--- src/rtl/ufill_pkg.sv ---
package ufill_pkg;
    localparam int DATA_W    = 8;
    localparam int NINTH_POS = DATA_W + 1;
    localparam int PAR_POS   = DATA_W + 2;
    localparam int FRAME_MAX = DATA_W + 5;
    localparam int LEN_W     = $clog2(FRAME_MAX + 1);
    localparam int BASE_LEN  = DATA_W + 3;

    localparam logic [1:0] PAR_EVEN = 2'b01;
    localparam logic [1:0] PAR_ODD  = 2'b10;

    typedef enum logic [1:0] {
        ST_OFF   = 2'd0,
        ST_WAKE  = 2'd1,
        ST_SHIFT = 2'd2
    } ufill_state_e;
endpackage

--- src/rtl/ufill_baud.sv ---
module ufill_baud #(
    parameter int DIV_W = 16,
    parameter int OVS   = 16
) (
    input  logic             clk,
    input  logic             rst_n,
    input  logic             run,
    input  logic [DIV_W-1:0] divisor,
    output logic             bit_tick
);
    localparam int OS_W = $clog2(OVS);

    typedef struct packed {
        logic [DIV_W-1:0] pre;
        logic [OS_W-1:0]  os;
    } baud_t;

    baud_t cnt_d, cnt_q;

    always_comb begin
        cnt_d    = cnt_q;
        bit_tick = 1'b0;
        if (!run) begin
            cnt_d = '0;
        end else if (cnt_q.pre == divisor) begin
            cnt_d.pre = '0;
            if (cnt_q.os == OS_W'(OVS - 1)) begin
                cnt_d.os = '0;
                bit_tick = 1'b1;
            end else begin
                cnt_d.os = cnt_q.os + 1'b1;
            end
        end else begin
            cnt_d.pre = cnt_q.pre + 1'b1;
        end
    end

    always_ff @(posedge clk or negedge rst_n) begin
        if (!rst_n) cnt_q <= '0;
        else        cnt_q <= cnt_d;
    end
endmodule

--- src/rtl/ufill_framer.sv ---
module ufill_framer
    import ufill_pkg::*;
(
    input  logic [DATA_W-1:0]    dat_i,
    input  logic                 ninth_i,
    input  logic [1:0]           par_sel_i,
    input  logic                 two_stop_i,
    output logic [FRAME_MAX-1:0] frame_o,
    output logic [LEN_W-1:0]     len_o
);
    logic par_en;
    logic par_bit;

    always_comb begin
        par_en  = (par_sel_i == PAR_EVEN) || (par_sel_i == PAR_ODD);
        par_bit = (^{ninth_i, dat_i}) ^ (par_sel_i == PAR_ODD);

        frame_o                = '1;
        frame_o[0]             = 1'b0;
        frame_o[DATA_W:1]      = dat_i;
        frame_o[NINTH_POS]     = ninth_i;
        if (par_en) frame_o[PAR_POS] = par_bit;

        len_o = LEN_W'(BASE_LEN) + LEN_W'(par_en) + LEN_W'(two_stop_i);
    end
endmodule

--- src/rtl/ufill_ctrl.sv ---
module ufill_ctrl
    import ufill_pkg::*;
(
    input  logic                 clk,
    input  logic                 rst_n,
    input  logic                 bit_tick,
    input  logic                 fill_mode,
    input  logic                 in_valid,
    input  logic [FRAME_MAX-1:0] pay_frame,
    input  logic [LEN_W-1:0]     pay_len,
    input  logic [FRAME_MAX-1:0] fil_frame,
    input  logic [LEN_W-1:0]     fil_len,
    output logic                 in_ready,
    output logic                 run,
    output logic                 tx_o,
    output logic                 tx_oe
);
    typedef struct packed {
        ufill_state_e         state;
        logic [FRAME_MAX-1:0] sh;
        logic [LEN_W-1:0]     len;
        logic [LEN_W-1:0]     idx;
    } ctrl_t;

    ctrl_t st_d, st_q;

    always_comb begin
        st_d     = st_q;
        in_ready = 1'b0;
        unique case (st_q.state)
            ST_OFF: begin
                in_ready = 1'b1;
                st_d.idx = '0;
                if (in_valid) begin
                    st_d.sh    = pay_frame;
                    st_d.len   = pay_len;
                    st_d.state = ST_WAKE;
                end else if (fill_mode) begin
                    st_d.sh    = fil_frame;
                    st_d.len   = fil_len;
                    st_d.state = ST_WAKE;
                end
            end
            ST_WAKE: begin
                if (bit_tick) begin
                    st_d.state = ST_SHIFT;
                    st_d.idx   = '0;
                end
            end
            ST_SHIFT: begin
                if (bit_tick) begin
                    if (st_q.idx == st_q.len - 1'b1) begin
                        in_ready = 1'b1;
                        st_d.idx = '0;
                        if (in_valid) begin
                            st_d.sh  = pay_frame;
                            st_d.len = pay_len;
                        end else if (fill_mode) begin
                            st_d.sh  = fil_frame;
                            st_d.len = fil_len;
                        end else begin
                            st_d.state = ST_OFF;
                        end
                    end else begin
                        st_d.sh  = {1'b1, st_q.sh[FRAME_MAX-1:1]};
                        st_d.idx = st_q.idx + 1'b1;
                    end
                end
            end
            default: st_d.state = ST_OFF;
        endcase
    end

    always_ff @(posedge clk or negedge rst_n) begin
        if (!rst_n) begin
            st_q       <= '0;
            st_q.state <= ST_OFF;
            st_q.sh    <= '1;
        end else begin
            st_q <= st_d;
        end
    end

    assign run   = (st_q.state != ST_OFF);
    assign tx_oe = (st_q.state != ST_OFF);
    assign tx_o  = (st_q.state == ST_SHIFT) ? st_q.sh[0] : 1'b1;
endmodule

--- src/rtl/fill_uart_tx.sv ---
module fill_uart_tx
    import ufill_pkg::*;
#(
    parameter int          DIV_W     = 16,
    parameter int          OVS       = 16,
    parameter logic [7:0]  FILL_BYTE = 8'hAA
) (
    input  logic             clk,
    input  logic             rst_n,
    input  logic [DIV_W-1:0] divisor,
    input  logic             fill_mode,
    input  logic [1:0]       parity_sel,
    input  logic             two_stop,
    input  logic [7:0]       in_data,
    input  logic             in_valid,
    output logic             in_ready,
    output logic             tx_o,
    output logic             tx_oe
);
    logic                 bit_tick;
    logic                 run;
    logic [FRAME_MAX-1:0] pay_frame, fil_frame;
    logic [LEN_W-1:0]     pay_len, fil_len;

    ufill_baud #(.DIV_W(DIV_W), .OVS(OVS)) u_baud (
        .clk      (clk),
        .rst_n    (rst_n),
        .run      (run),
        .divisor  (divisor),
        .bit_tick (bit_tick)
    );

    ufill_framer u_pay (
        .dat_i      (in_data),
        .ninth_i    (1'b1),
        .par_sel_i  (parity_sel),
        .two_stop_i (two_stop),
        .frame_o    (pay_frame),
        .len_o      (pay_len)
    );

    ufill_framer u_fil (
        .dat_i      (FILL_BYTE),
        .ninth_i    (1'b0),
        .par_sel_i  (parity_sel),
        .two_stop_i (two_stop),
        .frame_o    (fil_frame),
        .len_o      (fil_len)
    );

    ufill_ctrl u_ctrl (
        .clk       (clk),
        .rst_n     (rst_n),
        .bit_tick  (bit_tick),
        .fill_mode (fill_mode),
        .in_valid  (in_valid),
        .pay_frame (pay_frame),
        .pay_len   (pay_len),
        .fil_frame (fil_frame),
        .fil_len   (fil_len),
        .in_ready  (in_ready),
        .run       (run),
        .tx_o      (tx_o),
        .tx_oe     (tx_oe)
    );
endmodule

--- config.mk ---
export PLATFORM = sky130hd
export DESIGN_NAME = fill_uart_tx
export DESIGN_NICKNAME = d
export VERILOG_FILES = /design/src/rtl/ufill_pkg.sv /design/src/rtl/ufill_baud.sv /design/src/rtl/ufill_framer.sv /design/src/rtl/ufill_ctrl.sv /design/src/rtl/fill_uart_tx.sv
export SDC_FILE = /design/constraint.sdc
export NUM_CORES = 1
export LEC_CHECK = 0
export BUFFER_PORTS_ARGS = -buffer_cell sky130_fd_sc_hd__buf_2
export CAP_MARGIN = 10
export CORE_AREA = 3 3 72 74
export DETAILED_ROUTE_END_ITERATION = 7
export DIE_AREA = 0 0 75 77
export PLACE_DENSITY = 0.83
export SYNTH_ARGS = -nofsm -noshare
export SYNTH_HDL_FRONTEND = slang
export SYNTH_SLANG_ARGS = --single-unit
export TNS_END_PERCENT = 100
--- constraint.sdc ---
create_clock -name clk -period 2.53 [get_ports clk]
set_input_delay 0.1265 -clock clk [delete_from_list [all_inputs] [get_ports clk]]
set_output_delay 0.1265 -clock clk [all_outputs]
set_load 0.1 [all_outputs]
==> flow_summary.ini <==
[run_status]
status = complete, no violations

[synthesis]
synth_flop_cell = dfrtp_1
yosys.area.top_type = dfrtp_1
synth.most_common_cell = dfrtp_1
synth_top_area_share_pct = 30.0
ys_ff_latch = 41
syn-num-nets = 285
synth_edf_count = 0
synth_common_cells = dfrtp_1 (30), xnor2_1 (29), nor2_1 (27)
synth_area_leaders = dfrtp_1 (30%), dfstp_2 (12%), xnor2_1 (10%)
synthArstFlopShare_pct = 100
synthCells = 247
synth_cell_type_count = 47
yosysSeqAreaShare_pct = 41.5
syn_area_sq_um = 2500
synth_area_per_cell_sq_um = 10.1
synth_warnings = 0

[sta]
finalSetupTns_ns = 0
rsz0062_at_grt = no
finalSetupViolCount = 0
fmax_mhz = 434
slew_viol_final = 0
worstMarginPinSlew_ns = 0.921
finClkSkew_ns = 0.00562
hold_viol_final = 0
min_period_ns = 2.30
min_period_over_period_pct = 91.0
slew_headroom_pct = 38.6
hold_slack_ns = 0.180

[worst_setup_path]
path_cells = xnor2_1, nand4_1, nor4_4, nand2_1, o21ai_2, buf_2
worstPathArrival_ns = 2.18
required_ns = 2.40
worstSetupStartpoint = u_baud.cnt_q[6]
critPathCaptureType = output port
cp_num_buf_inv = 1
ff2ff_setup_slack_ns = 0.38
ff2ff_path_depth = 7
worstSetupPathType = reg2out
slowest_stage = dfrtp_1
slowest_delay_ns = 0.46
crit_fanout = 6
start_kind = flop
cp_top_family = simple AND/OR/NAND/NOR gates
critical_path.reg2reg.endpoint = u_ctrl.st_q[9]
r2r_start = u_ctrl.st_q[4]

[place]
globalplace.congestion = 0.871
dpl.hpwl_um = 3420
portBuffers = 33
placed_cell_area_sq_um = 2720

[grt]
antenna_found_initial = 0
grt_pass1_wl_um = 7760
grt_max_degree = 42
met2_usage_pct = 26.7
use_met3_pct = 5.37
grt_pass1_vias = 1730
grt-ovfl-total = 0
grt_usage_pct = 17.4
met1_usage_pct = 23.2
grt.busiest_layer = met2

[power_and_ir_drop]
p_int_mw = 1.22
cellPowerDensity_nw_per_um2 = 620
p_sw_uw = 534
leakagePower_nw = 1.34
p_sw_share_pct = 30.5
ir_drop_mv = 0.545
clkPwrFrac_pct = 25.5
power_frac_comb_pct = 24.7
power_frac_seq_pct = 49.8

[floorplanning]
core_area_sq_um = 4660
rows = 25
initial_core_util_pct = 53.7
die_h_um = 77
die_area_sq_um = 5780
pin_count = 34
die_w_um = 75

[clock_network]
clkTransAtPathRegs_ns = 0.08
cts_buffers = 5
cts-resized-gates = 0
clk_path_buf_depth = 2
htree_levels = 2
cts_tree = done
clock-root-buffer = clkbuf_8
clkLatencyLatePin_ns = 0.30
cts.sinks = 41

[cells_and_area]
final_area_sq_um = 2820
drive_gt1_share_pct = 26.9
layout.nets = 323
antennaDiodeCount = 0
fillerInstances = 383
area_growth_syn_to_layout_pct = 12.7

[route]
drt-initial-drc-count = 120
ant_nets = 0
wirelength_um = 4600
dr.pass1.iters = 4
dr_total_vias = 1775
detail_route.wl_per_cell_um = 13.5
drc = 0
vias_per_cell = 5.22

[flow_run]
max_cap_violations = 0

[worst_hold_path]
hold_path.class = in2reg
min_to = u_ctrl.st_q[21]
min_path_cells = 3
hold_path_startpoint = fill_mode
==> worst register-to-register path, cell delays in order (launching register included) <==
cell	delay (ns)
dfrtp_1	0.38
inv_1	0.07
ha_1	0.30
xnor2_1	0.14
nor2_1	0.17
a31oi_2	0.20
o22ai_4	0.43
mux2_2	0.40
==> placed cells by master, fill, tap and decap left out, types with 2 or more instances in the layout <==
cell	count
inv_1	20
buf_4	3
xnor2_1	29
nor2b_1	3
and3_2	2
buf_2	33
nor3_1	4
mux2_4	5
and2_1	2
clkbuf_8	6
mux2_2	4
o21ai_0	4
mux2i_1	10
dfstp_2	11
nor4_1	2
ha_1	7
dfrtp_1	30
a21oi_1	10
nand3_1	7
nand4_1	7
a32o_1	2
nand2b_1	3
nand2_1	15
xor2_1	13
nor2_1	27
and3_1	2
==> power by group through the flow <==
stage / Clock, mW / Combinational, mW / Sequential [mW]
2_1_floorplan: 0 / 0.340 / 0.858
3_3_place_gp: 0 / 0.411 / 0.877
3_5_place_dp: 0 / 0.433 / 0.883
4_1_cts: 0.460 / 0.436 / 0.872
5_1_grt: 0.495 / 0.488 / 0.887
6_report: 0.447 / 0.432 / 0.872
==> sequential cells by signal (all words and copies together), names as in the netlist <==
register and flops:
u_baud.cnt_q 20, u_ctrl.st_q 21
==> metrics by stage <==
stage	utilization, %	power, mW	cells	setup WS, ns
floorplan	-	1.20	247	0.264
global placement	58.3	1.29	331	0.479
detailed placement	58.3	1.32	331	0.403
CTS	60.6	1.77	340	0.205
global route	60.6	1.87	340	0.0576
finish	60.6	1.75	340	0.227
==> how the worst max path moves through the flow <==
stage / to / slack [ns] / cells after the start
floorplan: in_ready / 0.26 / 5
global placement: u_ctrl.st_q[9] / 0.48 / 7
detailed placement: u_ctrl.st_q[9] / 0.40 / 7
CTS: in_ready / 0.21 / 6
global route: in_ready / 0.06 / 6
finish: in_ready / 0.23 / 6
==> per-layer routing <==
layer / up-vias / wire length (um)
met5: - / 0
met4: 0 / 57
met3: 7 / 219
met2: 40 / 2190
met1: 815 / 2140
li1: 913 / -
==> layout make-up <==
cell class | count | area [sq um] | area share [%]
well taps | 54 | 67.6 | 2.39
multi-input cells | 180 | 1350 | 47.7
repair buffers | 37 | 198 | 7.00
clock inverters | 2 | 13.8 | 0.488
clock buffers | 6 | 82.6 | 2.93
inverters | 20 | 75.1 | 2.66
flip-flops and latches | 41 | 1040 | 36.8
==> what timing repair did <==
item                      4_1_cts  5_1_grt
hold buffers                    1        0
buffers inserted                0        0
hold endpoints to repair       30        0
==> kinds of logic after synthesis <==
kind of cell,Yosys count,share of synthesized area (%)
xor+xnor,43,15.6
flops,41,41.5
compound gates,30,9.14
simple gates,81,16.6
fa+ha+maj,7,3.50
mux,19,8.79
buf+inv,26,4.89
Note: power is estimated with default switching activity, not from simulation.
